<file path="src/rtl/spi_dbuf_pkg.sv">
package spi_dbuf_pkg;
  // Status bit positions (software decodes these)
  localparam int ST_RXF = 7;
  localparam int ST_OVR = 6;
  localparam int ST_TXE = 3;
  localparam int ST_BSY = 0;

  typedef enum logic {
    REG_DATA = 1'b0,
    REG_STAT = 1'b1
  } reg_addr_e;
endpackage

</file>
<file path="src/rtl/spi_clk_div.sv">
module spi_clk_div #(
  parameter int DIVW = 7
) (
  input  logic            clk,
  input  logic            rst,
  input  logic            run,
  input  logic [DIVW-1:0] half_m1,
  output logic            tick
);
  logic [DIVW-1:0] cnt;

  always_ff @(posedge clk) begin
    if (rst || !run) cnt <= '0;
    else if (cnt == half_m1) cnt <= '0;
    else cnt <= cnt + 1'b1;
  end

  assign tick = run && (cnt == half_m1);
endmodule

</file>
<file path="src/rtl/spi_shifter.sv">
module spi_shifter #(
  parameter int DW = 8
) (
  input  logic          clk,
  input  logic          rst,
  input  logic          tick,
  input  logic          load,
  input  logic [DW-1:0] load_data,
  input  logic          miso,
  output logic          active,
  output logic          sck,
  output logic          mosi,
  output logic          done,
  output logic [DW-1:0] rx_byte
);
  localparam int NPH = 2 * DW;
  localparam int PHW = $clog2(NPH);
  localparam logic [PHW-1:0] LAST_PH = PHW'(NPH - 1);

  logic [PHW-1:0] phase;
  logic [DW-1:0]  tx_sreg;
  logic [DW-1:0]  rx_sreg;

  assign done    = active && tick && (phase == LAST_PH);
  assign rx_byte = {rx_sreg[DW-2:0], miso};

  always_ff @(posedge clk) begin
    if (rst) begin
      phase   <= '0;
      tx_sreg <= '0;
      rx_sreg <= '0;
      active  <= 1'b0;
      sck     <= 1'b0;
      mosi    <= 1'b0;
    end else begin
      if (active && tick) begin
        phase <= phase + 1'b1;
        if (!phase[0]) begin
          // leading edge: launch next bit
          sck     <= 1'b1;
          mosi    <= tx_sreg[DW-1];
          tx_sreg <= {tx_sreg[DW-2:0], 1'b0};
        end else begin
          // trailing edge: capture input bit
          sck     <= 1'b0;
          rx_sreg <= {rx_sreg[DW-2:0], miso};
        end
      end
      if (load) begin
        tx_sreg <= load_data;
        phase   <= '0;
        active  <= 1'b1;
      end else if (done) begin
        active <= 1'b0;
      end
    end
  end
endmodule

</file>
<file path="src/rtl/spi_regs.sv">
module spi_regs
  import spi_dbuf_pkg::*;
#(
  parameter int DW = 8
) (
  input  logic          clk,
  input  logic          rst,
  input  logic          sel,
  input  logic          we,
  input  logic          addr,
  input  logic [DW-1:0] wdata,
  input  logic          take,
  input  logic          done,
  input  logic [DW-1:0] rx_byte,
  input  logic          busy,
  output logic [DW-1:0] hold_data,
  output logic          hold_full,
  output logic          rx_full,
  output logic          rx_ovr,
  output logic [DW-1:0] rx_data,
  output logic [DW-1:0] rdata,
  output logic          wr_col
);
  logic          armed;
  logic          wr_hit, rd_data, rd_stat, rx_clr, rx_cap;
  logic [DW-1:0] stat;

  assign wr_hit  = sel && we && (addr == REG_DATA);
  assign rd_data = sel && !we && (addr == REG_DATA);
  assign rd_stat = sel && !we && (addr == REG_STAT);
  assign rx_clr  = rd_data && armed;
  assign rx_cap  = done && (!rx_full || rx_clr);

  always_comb begin
    stat         = '0;
    stat[ST_RXF] = rx_full;
    stat[ST_OVR] = rx_ovr;
    stat[ST_TXE] = !hold_full;
    stat[ST_BSY] = busy;
  end

  always_ff @(posedge clk) begin
    if (rst) begin
      hold_data <= '0;
      hold_full <= 1'b0;
      wr_col    <= 1'b0;
    end else begin
      if (wr_hit && !hold_full) begin
        hold_data <= wdata;
        hold_full <= 1'b1;
      end else if (take) begin
        hold_full <= 1'b0;
      end
      if (wr_hit && hold_full) wr_col <= 1'b1;
    end
  end

  always_ff @(posedge clk) begin
    if (rst) begin
      rx_data <= '0;
      rx_full <= 1'b0;
      rx_ovr  <= 1'b0;
      armed   <= 1'b0;
    end else begin
      if (rx_cap) begin
        rx_data <= rx_byte;
        rx_full <= 1'b1;
      end else if (rx_clr) begin
        rx_full <= 1'b0;
      end
      if (done && rx_full && !rx_clr) rx_ovr <= 1'b1;
      else if (rx_clr) rx_ovr <= 1'b0;
      if (rx_clr) armed <= 1'b0;
      else if (rd_stat && rx_full) armed <= 1'b1;
    end
  end

  always_ff @(posedge clk) begin
    if (rst) rdata <= '0;
    else if (sel && !we) rdata <= (addr == REG_STAT) ? stat : rx_data;
  end
endmodule

</file>
<file path="src/rtl/spi_dbuf_master.sv">
module spi_dbuf_master #(
  parameter int DW   = 8,
  parameter int DIVW = 7
) (
  input  logic            clk,
  input  logic            rst,
  input  logic            bus_sel,
  input  logic            bus_we,
  input  logic            bus_addr,
  input  logic [DW-1:0]   bus_wdata,
  output logic [DW-1:0]   bus_rdata,
  input  logic [DIVW-1:0] div_half,
  output logic            sck,
  output logic            mosi,
  input  logic            miso,
  output logic            wr_collision
);
  logic          busy, tick, done, take;
  logic          hold_full, rx_full, rx_ovr;
  logic [DW-1:0] hold_data, rx_data, rx_byte;

  assign take = hold_full && (!busy || done);

  spi_clk_div #(.DIVW(DIVW)) div_i (
    .clk(clk), .rst(rst), .run(busy), .half_m1(div_half), .tick(tick)
  );

  spi_shifter #(.DW(DW)) shf_i (
    .clk(clk), .rst(rst), .tick(tick), .load(take), .load_data(hold_data),
    .miso(miso), .active(busy), .sck(sck), .mosi(mosi), .done(done),
    .rx_byte(rx_byte)
  );

  spi_regs #(.DW(DW)) regs_i (
    .clk(clk), .rst(rst), .sel(bus_sel), .we(bus_we), .addr(bus_addr),
    .wdata(bus_wdata), .take(take), .done(done), .rx_byte(rx_byte),
    .busy(busy), .hold_data(hold_data), .hold_full(hold_full),
    .rx_full(rx_full), .rx_ovr(rx_ovr), .rx_data(rx_data),
    .rdata(bus_rdata), .wr_col(wr_collision)
  );
endmodule

</file>
<file path="config.mk">
export PLATFORM = sky130hd
export DESIGN_NAME = spi_dbuf_master
export DESIGN_NICKNAME = d
export VERILOG_FILES = /design/src/rtl/spi_dbuf_pkg.sv /design/src/rtl/spi_clk_div.sv /design/src/rtl/spi_shifter.sv /design/src/rtl/spi_regs.sv /design/src/rtl/spi_dbuf_master.sv
export SDC_FILE = /design/constraint.sdc
export NUM_CORES = 1
export LEC_CHECK = 0
export ABC_AREA = 1
export BUFFER_PORTS_ARGS = -buffer_cell sky130_fd_sc_hd__buf_2
export CAP_MARGIN = 20
export CORE_ASPECT_RATIO = 0.7
export CORE_MARGIN = 2
export CORE_UTILIZATION = 35
export CTS_CLUSTER_SIZE = 28
export DETAILED_ROUTE_END_ITERATION = 8
export PLACE_DENSITY_LB_ADDON = 0.08
export SLEW_MARGIN = 15
export SYNTH_ARGS = -nofsm -noshare
export SYNTH_HDL_FRONTEND = slang
export SYNTH_SLANG_ARGS = --single-unit
</file>
<file path="constraint.sdc">
create_clock -name clk -period 2.9 [get_ports clk]
set_clock_uncertainty 0.1 [all_clocks]
set_input_delay 0.145 -clock clk [delete_from_list [all_inputs] [get_ports clk]]
set_output_delay 0.145 -clock clk [all_outputs]
set_load 0.005 [all_outputs]
</file>
After elaboration in Yosys (flattened, before gate mapping) --
Cells that the tools add are included. Widths: inputs -> output; s select.
Storage, ports and cells: input port bits 21, register bits 58, output and inout port bits 11, logic and storage cells 69
Cells by class: bitwise gates (word level) 2, $add $sub $neg 2, muxes and demuxes 12, reduce and logical (&&, ||, !) cells 35, eq/ne operators 3
Operator list (number):
- $mux 8 | 4
- $logic_and 1x1->1 | 16
- $reduce_bool 2->1 | 5
- $mux 1 | 8
- $add 7x1->7 const B | 1
- $eq 7x7->1 | 1
- $reduce_and 2->1 | 3
- $reduce_or 2->1 | 3
- $logic_not 1->1 | 5
- $add 4x1->4 const B | 1
- $eq 4x4->1 const B | 1
- $logic_or 1x1->1 | 3
- $ne 2x1->1 const B | 1
- $not 1->1 | 2

Depth between registers and ports, before layout --
Gate-level depths: netlist (run 1).
word-level depth 8, mapped depth 12, gate-level depth less buffers 11

By module --
From an unflattened synthesis (run 1), not the netlist that was laid out.
Unflattened totals: cells, all modules 375, area, all modules 2608.8 µm²
Modules (own cells, without submodules):
- spi_regs | instances 1, cells each 153, seq. area each 580.6 µm², area each 1148.6 µm²
- spi_shifter | instances 1, cells each 147, seq. area each 440.4 µm², area each 1004.7 µm²
- spi_clk_div | instances 1, cells each 72, seq. area each 140.1 µm², area each 439.2 µm²
- spi_dbuf_master | instances 1, cells each 3, seq. area each 0.0 µm², area each 16.3 µm²

Least setup slack after synthesis (run 1) --
Ideal clock, no wire load.
kind register to register, from register shf_i.phase[0], to register shf_i.tx_sreg[6], period minus slack after synthesis 1672 ps, buffers on the path 1, stages on the path, launching flop included 10, setup time 131 ps, data arrival time 1442 ps, required time 2669 ps, slack 1228 ps, path through dfxtp_1 ha_1 inv_1 nor3_2 inv_2 o21bai_4 nand2_4 buf_6 nand3_1 a21oi_2
Between the ends: cells in the longest elaborated chain, start to end 6, elaborated cells between the ends (all ways) 8, classes of those cells eq/ne: 2; mux: 1; reduce/logical: 5
Ends and longest elaborated chain:
- start: declaration | RTL line spi_shifter.sv:20 | logic [PHW-1:0] phase;
- start signal: assignment | RTL line spi_shifter.sv:37 | phase <= phase + 1'b1;
- $eq 4x4->1 | RTL line spi_shifter.sv:24 | assign done = active && tick && (phase == LAST_PH);
- $logic_and 1x1->1 | RTL line spi_shifter.sv:24
- $logic_or 1x1->1 | RTL line spi_dbuf_master.sv:22 | assign take = hold_full && (!busy || done);
- $logic_and 1x1->1 | RTL line spi_dbuf_master.sv:22
- $ne 2x1->1 (no line) / $reduce_bool 2->1 (equally long branches)
- $reduce_and 2->1 (no line)
- end signal: assignment | RTL line spi_shifter.sv:42 | tx_sreg <= {tx_sreg[DW-2:0], 1'b0};
- end signal: assignment | RTL line spi_shifter.sv:50 | tx_sreg <= load_data;
- end: declaration | RTL line spi_shifter.sv:21 | logic [DW-1:0] tx_sreg;
Several ways; a longest one is shown, not always the timed one. A chain may end at the register's enable or synchronous reset.

Worst setup path in the final report (run 1) --
from register div_i.cnt[0], to register shf_i.phase[3]
Between the ends: cells in the longest elaborated chain, start to end 7
Ends and longest elaborated chain:
- start: declaration | RTL line spi_clk_div.sv:10 | logic [DIVW-1:0] cnt;
- start signal: assignment | RTL line spi_clk_div.sv:15 | else cnt <= cnt + 1'b1;
- $eq 7x7->1 (*) | RTL line spi_clk_div.sv:18 | assign tick = run && (cnt == half_m1);
- $logic_and 1x1->1 (*) | RTL line spi_clk_div.sv:18
- $logic_and 1x1->1 (*) | RTL line spi_shifter.sv:24, spi_shifter.sv:36
- $logic_and 1x1->1 | RTL line spi_shifter.sv:24
- $logic_or 1x1->1 | RTL line spi_dbuf_master.sv:22
- $logic_and 1x1->1 | RTL line spi_dbuf_master.sv:22
- $reduce_or 2->1 (no line)
Every way passes the cells marked *; elsewhere a longest branch is shown, timed or not.

==> metrics.txt, run 1 <==
status=finished clean; sequential share of the synthesized area=0.4828; largest net degree at the start of global routing=27; TritonCTS clock tree=yes; Crit Path Category=reg -> reg; Via-to-Cell Ratio=4.467; Avg WL per Cell=11.17 µm; fmax=between 400 and 500 MHz; Worst setup endpoint=shf_i.phase[3]; CP Capture Type=register; Synth Warn #=0; Port-buffer cells=31; worst hold path class=in -> reg; Slew HR=0.5927; share of cells above drive strength 1=0.1639; Max Cap Violations=0; clock-pin slew on the worst setup and hold paths=around 0.060 ns; DR pass1 iterations=4; most common cell in the netlist=nand2_1; dpl cells=431; total power=1.595 mW; EDFF count, synth=0; Die Y=between 70 and 80 µm; leakage power=~1.1 nW; CP Launch Type=register; synth unique cells=30; FF/Latch Area=around 0.0012 mm²; Die Wd=between 100 and 150 µm; drt initial violations=70; R2R Path Start=div_i.cnt[0]; Worst-Margin Slew=between 0.6 and 0.7 ns; I/O Pins=32; clk buf depth=2; PwrDens=around 550 mW/mm²; final setup fails=0; synthesized area=0.002405 mm²; # DRC=0; largest area contributor in the netlist=dfxtp_1; Tmin final=around 2.1 ns; mean area per synthesized cell=about 7.6 µm²; global-route wire length before repair=around 8500 µm; filler instances=roughly 730; routed wire length=a little over 5000 µm; initial antenna violation count=0; Initial Util=0.3593; Ant. Diodes=0; htree depth=3; nets=between 300 and 400; syn_nets=between 300 and 400; Synth Register Bits=58; Area Growth Syn to Fin=19.67%; Final Util=0.4299; DR vias=between 2000 and 2500; Cells after Synth=316; reg2reg end=shf_i.phase[3]; routability congestion estimate=roughly 0.76; Die ar.=between 0.007 and 0.008 mm²; VDD IR max=0.2785 mV; Routed Antenna Nets=0; Final Cycle Share=0.7380; Slew Limit Fails=0; post-CTS setup buffer count=0; Synth top cells by count=nand2_1 (59), dfxtp_1 (58), a21oi_1 (42); worst setup path startpoint=div_i.cnt[0]; Final Hold Viols=0; R2R Setup Slk=0.76 ns; GRT Overall Usage=0.1500; largest cells by area after synthesis=dfxtp_1 (48%), nand2_1 (9.2%), a21oi_1 (8.7%), nand3_1 (6.0%), inv_1 (5.5%); area share of the largest cell type after synthesis=0.4828; CP arrival=2.30 ns; Fin Setup TNS=0 ns; Core Region=0.006694 mm²; worst-path maximum fanout=16; dominant synthesized flop cell=dfxtp_1; clock root buffer=clkbuf_8; global route overflow=0; CTS Buf Count=9; vias in the first global route=around 1800; post-route insts no fill=around 450; worst r2r path cells=9; RSZ-0062 raised after global routing=false; area of the multi-input gates=between 0.001 and 0.0015 mm²; worst-skew pair later-pin latency=about 0.33 ns; clk sinks=58; row count=25; DP Wirelength=between 3000 and 4000 µm; fraction of registers with async set/reset=0; Critical Path RT=between 3 and 4 ns
==> layout make-up <==
type                       instances  share of cell area
sequential                        58              0.4035
multi-input combinational        208              0.3604
timing repair buffer              39             0.08087
clock buffer                      14             0.06000
inverter                          39             0.05087
tap                               94             0.04087
clock inverter                     2            0.003478
==> critical path: stages (launching register included) <==
cell,delay (ns)
dfxtp_1,0.39
xnor2_1,0.13
nand2_1,0.06
nor2_1,0.16
nand2_2,0.12
nor2_4,0.32
nand2_1,0.35
o21ai_0,0.25
inv_1,0.06
nor3_1,0.12
==> kinds of logic (layout without fill, tap and decap cells) <==
logic type | count (synthesis) | count (layout) | share of synthesized area
AO/OA/AOI/OAI | 70 | 70 | 0.1561
adder cells (fa/ha/maj) | 2 | 2 | 0.01040
flip-flops | 58 | 58 | 0.4828
buffers and inverters | 50 | 94 | 0.08584
AND/OR/NAND/NOR | 129 | 129 | 0.2393
XOR/XNOR | 7 | 7 | 0.02549
==> state kept, by name (all words and copies together) (netlist names) <==
| name | flops |
|---|---|
| shf_i.sck | 1 |
| shf_i.rx_sreg | 7 |
| shf_i.phase | 4 |
| regs_i.hold_data | 8 |
| regs_i.rx_ovr | 1 |
| regs_i.hold_full | 1 |
| shf_i.tx_sreg | 8 |
| shf_i.active | 1 |
| regs_i.armed | 1 |
| div_i.cnt | 7 |
| regs_i.rx_data | 8 |
| shf_i.mosi | 1 |
| regs_i.wr_col | 1 |
| regs_i.rx_full | 1 |
| regs_i.rdata | 8 |
==> per-layer routing <==
metal,part of all wire,GRT usage,wire (µm)
met5,0,0,0
met2,0.38,0.2013,1948
met1,0.55,0.2137,2813
met3,0.049,0.05709,248
met4,0.012,0.06140,61
==> per-stage QoR <==
step	area [µm²]	setup slack (ns)	hold WS, ns
6_report	2878	0.7599	0.01946
2_1_floorplan	2405	1.228	0.1799
3_3_place_gp	2625	0.8013	0.2749
4_1_cts	2878	0.7395	0.0008357
5_1_grt	2878	0.4964	0.04189
3_5_place_dp	2625	0.7569	0.2756
==> worst min path at each step <==
stage	start	endpoint	slack [ns]	cells past startpoint
2_1_floorplan	bus_wdata[0]	regs_i.hold_data[0]	0.18	2
3_3_place_gp	bus_wdata[0]	regs_i.hold_data[0]	0.27	3
3_5_place_dp	bus_wdata[0]	regs_i.hold_data[0]	0.28	3
4_1_cts	miso	regs_i.rx_data[0]	0.0008	3
5_1_grt	bus_wdata[3]	regs_i.hold_data[3]	0.04	3
6_report	miso	regs_i.rx_data[0]	0.02	3
==> where the power goes <==
group / total (mW) / switching, mW / internal, mW
combinational: 0.0961 / 0.0560 / 0.0401
clock: 0.677 / 0.300 / 0.378
sequential: 0.822 / 0.00976 / 0.812
==> cells in the final DEF, fill, tap and decap left out, drive strengths merged, types with 4 or more instances in the layout <==
cell type,count
a31oi,4
inv,38
dfxtp,58
o21ai,21
nor2,31
nand2,61
dlygate4sd3,7
xnor2,4
a21oi,43
buf,32
nand3,30
clkbuf,14
==> repair_timing <==
| action | in CTS | in global routing |
|---|---|---|
| hold endpoints to repair | 7 | 0 |
| resized for setup | 0 | 0 |
| setup endpoints to repair | 0 | 0 |
| hold buffers | 7 | 0 |
Power figures use the tool's default switching activity.
==> inputs of run 2 (changes only) <==
==> constraint.sdc (replaced) <==
create_clock -name clk -period 2.2 [get_ports clk]
set_clock_uncertainty 0.1 [all_clocks]
set_input_delay 0.11 -clock clk [delete_from_list [all_inputs] [get_ports clk]]
set_output_delay 0.11 -clock clk [all_outputs]
set_load 0.005 [all_outputs]
==> metrics.txt, run 2 (synthesis gave the netlist of run 1 again) <==
status=finished clean (unchanged); share of cells above drive strength 1=0.1781 (was 0.1639); Port-buffer cells=31 (unchanged); DR pass1 iterations=5 (was 4); Fin Setup TNS=0 ns (unchanged); Die ar.=0.007561 mm² (unchanged); worst hold path class=in -> reg (unchanged); drt initial violations=48 (was 70); Routed Antenna Nets=0 (unchanged); internal power=1.912 mW (was 1.230 mW); Flop pwr share=0.444 (was 0.515); Ant. Diodes=0 (unchanged); reg2reg end=shf_i.tx_sreg[6] (was shf_i.phase[3]); Comb power frac=0.055 (was 0.060); worst-skew pair later-pin latency=0.33 ns (about the same); NetSw=0.5249 mW (was 0.3656 mW); initial antenna violation count=0 (unchanged); TritonCTS clock tree=yes (unchanged); clk sinks=58 (unchanged); htree depth=3 (unchanged); worst r2r path cells=9 (unchanged); Avg WL per Cell=11.15 µm (was 11.17 µm); CP Capture Type=register (unchanged); commonest cells after routing, fill and taps aside=nand2_1 (58), dfxtp_1 (58), a21oi_1 (42) (was nand2_1 (59), dfxtp_1 (58), a21oi_1 (42)); Initial Util=0.3593 (unchanged); routability congestion estimate=0.7160 (was 0.7623); Crit Path Category=reg -> reg (unchanged); DR vias=2030 (was 2028); filler instances=713 (was 726); Slew HR=0.6960 (was 0.5927); Worst-Margin Slew=0.4553 ns (was 0.6103 ns); routed wire length=5119 µm (was 5072 µm); Area Growth Syn to Fin=24.40% (was 19.67%); clock root buffer=clkbuf_8 (unchanged); dpl cells=434 (was 431); Hold Crit Start=bus_addr (was miso); Max Cap Violations=0 (unchanged); Via-to-Cell Ratio=4.423 (was 4.467); nets=383 (was 378); Final Hold Viols=0 (unchanged); clock power share=0.501 (was 0.425); WHS Endpoint=regs_i.rdata[2] (was regs_i.rx_data[0]); clk buf depth=2 (unchanged); CTS Buf Count=9 (unchanged); Core Region=0.006694 mm² (unchanged); clock-pin slew on the worst setup and hold paths=0.07 ns (was 0.06 ns); VDD IR max=0.3737 mV (was 0.2785 mV); Tmin final=1.945 ns (was 2.140 ns); R2R Setup Slk=0.25 ns (was 0.76 ns); Slew Limit Fails=0 (unchanged); DP Wirelength=3664 µm (was 3564 µm); vias in the first global route=1766 (was 1802); row count=25 (unchanged); PwrDens=814.6 mW/mm² (was 554.4 mW/mm²); R2R Path Start=div_i.cnt[0] (unchanged); CP arrival=2.06 ns (was 2.30 ns); leakage power=1.155 nW (was 1.109 nW); Worst Hold Path Cells=4 (was 3); Hold Worst Slack=0.02257 ns (was 0.01946 ns); total power=2.437 mW (was 1.595 mW); final setup fails=0 (unchanged); worst-path maximum fanout=11 (was 16); post-CTS setup buffer count=0 (unchanged); fmax=514.1 MHz (was 467.3 MHz); RSZ-0062 raised after global routing=false (unchanged); CP Launch Type=register (unchanged); largest net degree at the start of global routing=27 (unchanged); Die Y=73.35 µm (unchanged); # DRC=0 (unchanged); Die Wd=103.1 µm (unchanged); GRT Overall Usage=0.1462 (was 0.1500); Critical Path RT=2.31 ns (was 3.06 ns); global-route wire length before repair=8369 µm (was 8528 µm); Final Cycle Share=0.8841 (was 0.7380); post-route insts no fill=459 (was 454); Switching Fraction=0.2154 (was 0.2291); global route overflow=0 (unchanged); I/O Pins=32 (unchanged)
-- run 2: cell count changes in the layout (fill, tap and decap cells not counted), sizes merged --
cell / delta
clkinv: -1
bufinv: +3
clkbuf: -4
dlygate4sd3: +2
clkinvlp: +2
buf: +3
-- run 2: worst max-delay path: stages (launching register included) --
cell and delay (ns):
dfxtp_1 0.39, xnor2_1 0.14, nand2_1 0.07, nor2_1 0.16, nand2_2 0.12, nor2_4 0.18, buf_4 0.20, nand2_1 0.23
nand3_1 0.18, a21oi_2 0.06
-- run 2: worst max path at each step --
stage	start	endpoint	slack, ns	cells past startpoint
finish	div_i.cnt[0]	shf_i.tx_sreg[6]	0.25	9
global placement	div_i.cnt[0]	shf_i.rx_sreg[1]	0.25	8
detailed placement	div_i.cnt[0]	shf_i.tx_sreg[5]	0.23	9
CTS	div_i.cnt[0]	shf_i.phase[3]	0.22	9
global route	div_i.cnt[0]	shf_i.tx_sreg[1]	0.03	9
floorplan	shf_i.phase[0]	shf_i.tx_sreg[6]	0.53	9
-- run 2: final cells by class --
| type | instances | area, µm² | share of cell area |
|---|---|---|---|
| Tap cell | 94 | 117.6 | 0.03931 |
| Clock inverter | 6 | 113.9 | 0.03806 |
| Inverter | 39 | 146.4 | 0.04893 |
| Clock buffer | 10 | 137.6 | 0.04601 |
| Multi-Input combinational cell | 208 | 1040 | 0.3476 |
| Timing Repair Buffer | 44 | 275.3 | 0.09201 |
| Sequential cell | 58 | 1161 | 0.3881 |
-- run 2: layer usage --
| metal | global-route usage | vias up | share of wire | wire, µm |
|---|---|---|---|---|
| li1 | - | 1114 | - | - |
| met1 | 0.2238 | 879 | 0.57 | 2895 |
| met2 | 0.1840 | 37 | 0.39 | 1974 |
| met3 | 0.05994 | 0 | 0.049 | 250 |
| met4 | 0.03947 | 0 | 0 | 0 |
| met5 | 0 | - | 0 | 0 |
-- run 2: power groups by stage --
stage | registers, mW | clock network, mW | logic (mW)
after floorplan | 1.10 | 0 | 0.0827
after global placement | 1.11 | 0 | 0.122
after detailed placement | 1.11 | 0 | 0.123
after CTS | 1.08 | 1.26 | 0.135
after global routing | 1.08 | 1.29 | 0.151
final | 1.08 | 1.22 | 0.133
-- run 2: per-stage QoR --
stage / utilization / setup WS [ns] / instance area [µm²]
2_1_floorplan: - / 0.5278 / 2405
3_3_place_gp: 0.3955 / 0.2516 / 2648
3_5_place_dp: 0.3955 / 0.2279 / 2648
4_1_cts: 0.4465 / 0.2190 / 2989
5_1_grt: 0.4469 / 0.02655 / 2992
6_report: 0.4469 / 0.2549 / 2992
-- run 2: timing repair --
| action | 4_1_cts | 5_1_grt |
|---|---|---|
| setup endpoints to repair | 0 | 1 |
| endpoints found under the hold margin | 10 | 0 |
| resized for setup | 0 | 1 |
| hold buffers | 9 | 0 |
